### config.mk
export PLATFORM = sky130hd
export DESIGN_NAME = adc_result_acc
export DESIGN_NICKNAME = d
export VERILOG_FILES = /design/src/rtl/adc_acc_pkg.sv /design/src/rtl/adc_acc_series_ctrl.sv /design/src/rtl/adc_acc_sum.sv /design/src/rtl/adc_acc_fmt.sv /design/src/rtl/adc_result_acc.sv
export SDC_FILE = /design/constraint.sdc
export NUM_CORES = 1
export LEC_CHECK = 0
export ABC_AREA = 0
export CORE_MARGIN = 1
export CORE_UTILIZATION = 63
export DETAILED_ROUTE_END_ITERATION = 10
export DONT_BUFFER_PORTS = 1
export PLACE_DENSITY = 0.79
export SLEW_MARGIN = 20
export SYNTH_ARGS = -nofsm -noshare
export SYNTH_HDL_FRONTEND = slang
export SYNTH_HIERARCHICAL = 1
export SYNTH_SLANG_ARGS = --single-unit
### constraint.sdc
create_clock -name clk -period 4 [get_ports clk]
set_input_delay 0.8 -clock clk [delete_from_list [all_inputs] [get_ports clk]]
set_output_delay 0.8 -clock clk [all_outputs]
set_load 0.05 [all_outputs]
### src/rtl/adc_acc_pkg.sv
package adc_acc_pkg;

   localparam int RPT_SEL_W = 2;

   typedef enum logic [RPT_SEL_W-1:0] {
      RPT_X1  = 2'b00,
      RPT_X4  = 2'b01,
      RPT_X8  = 2'b10,
      RPT_X16 = 2'b11
   } rpt_sel_e;

   // Number of samples per series for a select code: 1, then powers of two from 4.
   function automatic int rpt_len(input logic [RPT_SEL_W-1:0] sel);
      if (sel == '0) return 1;
      return 1 << (int'(sel) + 1);
   endfunction

   localparam int MAX_RPT = 1 << ((1 << RPT_SEL_W));

endpackage

### src/rtl/adc_acc_series_ctrl.sv
module adc_acc_series_ctrl
   import adc_acc_pkg::*;
#(
   parameter int CNT_W = 4
) (
   input  logic                 clk,
   input  logic                 rst_n,
   input  logic                 smp_vld,
   input  logic [RPT_SEL_W-1:0] rpt_sel,
   output logic                 restart,
   output logic                 last
);

   logic [RPT_SEL_W-1:0] sel_q;
   logic [CNT_W-1:0]     cnt_q, cnt_d, cnt_eff, cnt_lim;

   always_comb begin
      restart = (rpt_sel != sel_q);
      cnt_eff = restart ? '0 : cnt_q;
      cnt_lim = CNT_W'(rpt_len(rpt_sel) - 1);
      last    = smp_vld && (cnt_eff == cnt_lim);
      if (last)         cnt_d = '0;
      else if (smp_vld) cnt_d = cnt_eff + 1'b1;
      else              cnt_d = cnt_eff;
   end

   always_ff @(posedge clk or negedge rst_n) begin
      if (!rst_n) begin
         sel_q <= '0;
         cnt_q <= '0;
      end else begin
         sel_q <= rpt_sel;
         cnt_q <= cnt_d;
      end
   end

   // progress never reaches the series length of the held select
   a_r1_cnt_bound : assert property (@(posedge clk) disable iff (!rst_n)
      int'(cnt_q) < rpt_len(sel_q));

   // without a strobe and with a steady select, progress holds
   a_r11_idle_hold : assert property (@(posedge clk) disable iff (!rst_n)
      (!smp_vld && !restart) |=> $stable(cnt_q));

endmodule

### src/rtl/adc_acc_sum.sv
module adc_acc_sum #(
   parameter int SAMPLE_W = 12,
   parameter int SUM_W    = 16
) (
   input  logic                clk,
   input  logic                rst_n,
   input  logic                smp_vld,
   input  logic [SAMPLE_W-1:0] smp_code,
   input  logic                restart,
   input  logic                last,
   output logic [SUM_W-1:0]    total
);

   logic [SUM_W-1:0] acc_q, base, code_ext;

   generate
      if (SUM_W > SAMPLE_W) begin : g_ext
         assign code_ext = {{(SUM_W-SAMPLE_W){1'b0}}, smp_code};
      end else begin : g_same
         assign code_ext = smp_code;
      end
   endgenerate

   always_comb begin
      base  = restart ? '0 : acc_q;
      total = base + code_ext;
   end

   always_ff @(posedge clk or negedge rst_n) begin
      if (!rst_n)        acc_q <= '0;
      else if (smp_vld)  acc_q <= last ? '0 : total;
      else if (restart)  acc_q <= '0;
   end

   // a finished series leaves nothing behind
   a_r5_clear_after_last : assert property (@(posedge clk) disable iff (!rst_n)
      last |=> (acc_q == '0));

endmodule

### src/rtl/adc_acc_fmt.sv
module adc_acc_fmt
   import adc_acc_pkg::*;
#(
   parameter int SAMPLE_W   = 12,
   parameter int OUT_W      = 16,
   parameter bit LEFT_EN    = 1'b1
) (
   input  logic                 clk,
   input  logic                 rst_n,
   input  logic                 last,
   input  logic [RPT_SEL_W-1:0] rpt_sel,
   input  logic                 just_left,
   input  logic [SAMPLE_W-1:0]  smp_code,
   input  logic [OUT_W-1:0]     total,
   output logic [OUT_W-1:0]     result,
   output logic                 ready
);

   localparam int PAD_W = OUT_W - SAMPLE_W;

   logic [OUT_W-1:0] right_val, left_val, load_val;

   assign right_val = total;

   generate
      if (LEFT_EN) begin : g_left
         assign left_val = {smp_code, {PAD_W{1'b0}}};
      end else begin : g_noleft
         assign left_val = right_val;
      end
   endgenerate

   always_comb begin
      if ((rpt_sel == RPT_X1) && just_left) load_val = left_val;
      else                                   load_val = right_val;
   end

   always_ff @(posedge clk or negedge rst_n) begin
      if (!rst_n) begin
         result <= '0;
         ready  <= 1'b0;
      end else begin
         ready <= last;
         if (last) result <= load_val;
      end
   end

   // the result only moves together with the ready pulse
   a_r8_move_with_ready : assert property (@(posedge clk) disable iff (!rst_n)
      !$stable(result) |-> ready);

endmodule

### src/rtl/adc_result_acc.sv
module adc_result_acc
   import adc_acc_pkg::*;
#(
   parameter int SAMPLE_W = 12,
   parameter int BYTE_W   = 8,
   parameter bit LEFT_EN  = 1'b1
) (
   input  logic                 clk,
   input  logic                 rst_n,
   input  logic                 smp_vld,
   input  logic [SAMPLE_W-1:0]  smp_code,
   input  logic                 just_left,
   input  logic [RPT_SEL_W-1:0] rpt_sel,
   output logic [BYTE_W-1:0]    res_hi,
   output logic [BYTE_W-1:0]    res_lo,
   output logic                 res_rdy
);

   localparam int OUT_W   = 2 * BYTE_W;
   localparam int CNT_W   = $clog2(MAX_RPT);
   localparam int GROWTH  = $clog2(MAX_RPT);

   generate
      if (OUT_W < SAMPLE_W + GROWTH) begin : g_bad_width
         $error("result width too small for the largest accumulated sum");
      end
      if (SAMPLE_W < 1) begin : g_bad_sample
         $error("sample width must be positive");
      end
   endgenerate

   logic             restart, last;
   logic [OUT_W-1:0] total, result;

   adc_acc_series_ctrl #(.CNT_W(CNT_W)) u_ctrl (
      .clk     (clk),
      .rst_n   (rst_n),
      .smp_vld (smp_vld),
      .rpt_sel (rpt_sel),
      .restart (restart),
      .last    (last)
   );

   adc_acc_sum #(.SAMPLE_W(SAMPLE_W), .SUM_W(OUT_W)) u_sum (
      .clk      (clk),
      .rst_n    (rst_n),
      .smp_vld  (smp_vld),
      .smp_code (smp_code),
      .restart  (restart),
      .last     (last),
      .total    (total)
   );

   adc_acc_fmt #(.SAMPLE_W(SAMPLE_W), .OUT_W(OUT_W), .LEFT_EN(LEFT_EN)) u_fmt (
      .clk       (clk),
      .rst_n     (rst_n),
      .last      (last),
      .rpt_sel   (rpt_sel),
      .just_left (just_left),
      .smp_code  (smp_code),
      .total     (total),
      .result    (result),
      .ready     (res_rdy)
   );

   assign res_hi = result[OUT_W-1:BYTE_W];
   assign res_lo = result[BYTE_W-1:0];

   // right-justified single loads leave the top bits clear
   a_r3_right_top_zero : assert property (@(posedge clk) disable iff (!rst_n)
      (res_rdy && $past(rpt_sel == RPT_X1 && !just_left)) |-> (result[OUT_W-1:SAMPLE_W] == '0));

   // left-justified single loads leave the bottom bits clear
   a_r4_left_low_zero : assert property (@(posedge clk) disable iff (!rst_n)
      (res_rdy && $past(rpt_sel == RPT_X1 && just_left)) |-> (result[OUT_W-SAMPLE_W-1:0] == '0));

   // a four-sample sum never reaches the top two bits
   a_r6_x4_width : assert property (@(posedge clk) disable iff (!rst_n)
      (res_rdy && $past(rpt_sel == RPT_X4)) |-> (result[OUT_W-1:SAMPLE_W+2] == '0));

endmodule

==> results by stage <==
GRT:
- The number of antenna violations at the first check in global routing came to 0.
- The pin count of the biggest net entering global routing is 40.
- The first global-routing pass estimated 9200 µm of wire.
- The via count of the first global-routing pass came to 1876.
- The global route total overflow is 0.
- Across every metal layer, demand over resource in global routing totals 0.292.

Floorplanning:
- The total I/O pin count is 35.
- The core region is 3720 µm².
- The floorplan die height is 64.9 µm.
- The initial utilization of the core area, before any placement, comes to 0.671.
- The area enclosed by the die boundary is 4220 µm².
- In this run the horizontal extent of the chip is 64.9 µm.
- Row generation in the floorplan step produced 22 rows.

Finish:
- The final design instance area without fill is 2620 µm².
- The share of the core filled with cells in the final layout is 0.705.
- The final layout net count is 301.
- The number of diodes is 0.
- The synthesis-to-layout area growth is 4.96%.
- The fraction of layout cells with a size suffix above 1 is 0.0704.

Clock tree:
- The number of CTS-inserted buffers is 5.
- The CTS clock-pin slew for the worst setup and hold paths is 0.08 ns.
- The buffer levels on the longest clock path is 2.
- The root buffer cell is clkbuf_8.
- CTS built an H-tree with a depth of 2.
- The total setup buffers inserted after CTS is 0.
- Clock latency on the worst-skew pair, taken at its later pin, is 0.30 ns.
- TritonCTS built the clock tree.
- The count of hold-fix buffers inserted at cts is 0.
- Post-CTS repair changed the size of 0 cells.
- The number of sinks driven by the clock tree is 39.

Critical path:
- Of all nets on the critical path, the largest fanout is 7.
- The longest individual stage delay on the worst path is 0.47 ns.
- The most frequent cell on the critical path is nor2_1.
- Walking the worst path, the cells encountered are xor2_1 -> nor2_1 -> inv_1 -> nor2b_1 -> ha_1 -> fa_1 -> a21o_2 -> a311oi_2 -> nor2_1 -> a221oi_2 -> xnor2_1 -> nand2_1 -> a31oi_1.
- For the worst setup path, the data required time is 4.22 ns.
- For this design, the slowest cell found on the critical path is dfrtp_1.
- The arrival time of data at the critical path endpoint is 3.48 ns.
- The setup check on the worst reg-to-reg path leaves a slack of 0.74 ns.
- For the worst flop-to-flop path, the logic depth is 13.
- STA classifies the critical path endpoint as a flip-flop.
- The kind of critical path is flip-flop to flip-flop.
- The worst setup path is launched from a flip-flop.

Route:
- In the final routed layout, each cell accounts on average for 17.2 µm.
- For this run, design rule violations remaining after detail routing come to 0.
- The detail route stage leaves a number of antenna-violating nets equal to 0.
- For this block, the routed nets add up to 5480 µm of wire.
- The total number of vias is 1954.
- The detailed-routing iteration count for the pre-antenna-repair pass is 4.
- The number of DRC markers in iteration 0 is 142.
- Using the TritonRoute via totals, the vias-per-cell ratio works out to 6.14.

Timing:
- Setup violations remaining at the end of the flow were counted as 0.
- The number of hold violations in the final report is 0.
- Setup repair after global routing left no endpoint under its margin.
- The max-slew violation count is 0.
- Dividing the final minimum period by the clock period gives 0.815.
- At the pin with the least slew margin, the transition time is 0.878 ns.
- The max-slew headroom at the worst pin is 0.412.
- The clock arrives with 0.00802 ns of skew.
- The final period demand of the worst path is 3.26 ns.
- Derived from the worst setup path, the maximum achievable clock frequency is 307 MHz.
- The setup TNS after final layout is 0 ns.

Placement:
- The routability congestion estimate is 0.890.
- The number of input and output port buffers inserted is 0.
- The estimated wirelength of the detail-placed design is 3920 µm.
- Summing all placed instances gives a cell area of 2510 µm².

Power and ir drop:
- In this run the power density over the cells is 484 nW/µm².
- The maximum resistive drop on vdd is 0.242 mV.
- The leakage dissipation is 1.18 nW.
- Power comes to 1.27 mW.

Synthesis:
- The number of nets in the synthesized netlist is 303.
- Counting flops and latches in the post-synthesis netlist gives 39.
- The area fraction of the dominant cell type after synthesis is 0.391.
- The post-synthesis async set-or-reset flop share is 1.00.
- For this run, the number of Yosys warnings is 6.
- Synthesis produced a netlist whose cell count is 271.
- Yosys mapped a number of flops with a built-in enable equal to 0.
- The cell taking the most area after synthesis is dfrtp_1.
- The most instantiated library cell after synthesis is dfrtp_1.
- The per-instance average area after synthesis is 9.21 µm².
- The synthesized netlist contains 50 unique library cells.
- The netlist area before placement is 2490 µm².
- By area the synthesized netlist is led by dfrtp_1 39%, ha_1 6.5%, nand2_1 5.6%.
- The primary flip-flop cell chosen by synthesis mapping is dfrtp_1.
- By count the netlist is led by 39 x dfrtp_1, 37 x nand2_1, 21 x nor2_1.
- The share of the Yosys chip area taken by registers is 0.391.

Min path:
- The min-delay analysis places its worst path in the category input pin to asynchronous set/reset pin.

Outcome:
- The run finished with clean final reports.

Job:
- The tool flagged a number of max-cap violations equal to 0.
## critical path, delay by kind of cell (launching register included)
family,cells,cell delay [ns]
XOR/XNOR,2,0.39
buffers and inverters,1,0.21
AO/OA/AOI/OAI,4,1.06
adder cells (fa/ha/maj),2,0.64
AND/OR/NAND/NOR,4,0.43
flip-flops,1,0.47
## layout by cell type (no fill, tap or decap), types with 7 or more instances in the layout
master,n
nor2_1,21
a22o_1,9
a31oi_1,13
nand2b_1,8
ha_1,13
o21ai_0,7
nor2b_1,13
xnor2_1,11
inv_1,8
a21oi_1,11
dfrtp_1,39
nand3_1,7
nand2_1,37
xor2_1,7
## layout make-up
type	instances	area (µm²)
clock buffers	5	68.8
fillers	283	1100
well taps	48	60.1
multi-input cells	213	1430
inverters	8	30.0
clock inverters	3	43.8
repair buffers	2	15.0
flip-flops and latches	39	976
## per-layer routing
metal  global-route usage  wire (µm)
met1                0.424       2660
met2                0.427       2350
met3               0.0704        400
met4               0.0861         70
met5                    0          0
## cell families after synthesis
family,count (synthesis),synth area share
simple gates,104,0.205
compound gates,77,0.230
flops,39,0.391
buf+inv,19,0.0376
xor+xnor,18,0.0632
fa+ha+maj,14,0.0732
## state kept, by name, summed over array words and instances, names as in the netlist
register	flops
u_ctrl/sel_q	2
u_fmt/result	16
u_sum/acc_q	16
u_fmt/ready	1
u_ctrl/cnt_q	4
## final timing paths
| kind | startpoint | to |
|---|---|---|
| max | u_ctrl/sel_q[0] | u_fmt/result[10] |
| max in group asynchronous | rst_n | u_fmt/result[12] |
| min reg2reg | u_sum/acc_q[15] | u_sum/acc_q[15] |
| max reg2reg | u_ctrl/sel_q[0] | u_fmt/result[10] |
| min in group clk | rpt_sel[1] | u_ctrl/sel_q[1] |
| min | rst_n | u_ctrl/cnt_q[2] |
## metrics by stage
step | worst slack (ns) | hold slack, ns | std cells
2_1_floorplan | 0.333 | 0.504 | 271
3_3_place_gp | 0.623 | 0.505 | 310
3_5_place_dp | 0.508 | 0.506 | 310
4_1_cts | 0.775 | 0.181 | 318
5_1_grt | 0.472 | 0.172 | 318
6_report | 0.739 | 0.188 | 318
## where the power goes
group / switching (mW) / internal, mW / total (mW)
clock network: 0.145 / 0.186 / 0.330
registers: 0.253 / 0.468 / 0.721
logic: 0.122 / 0.0941 / 0.216
Note: power is estimated with default switching activity, not from simulation.
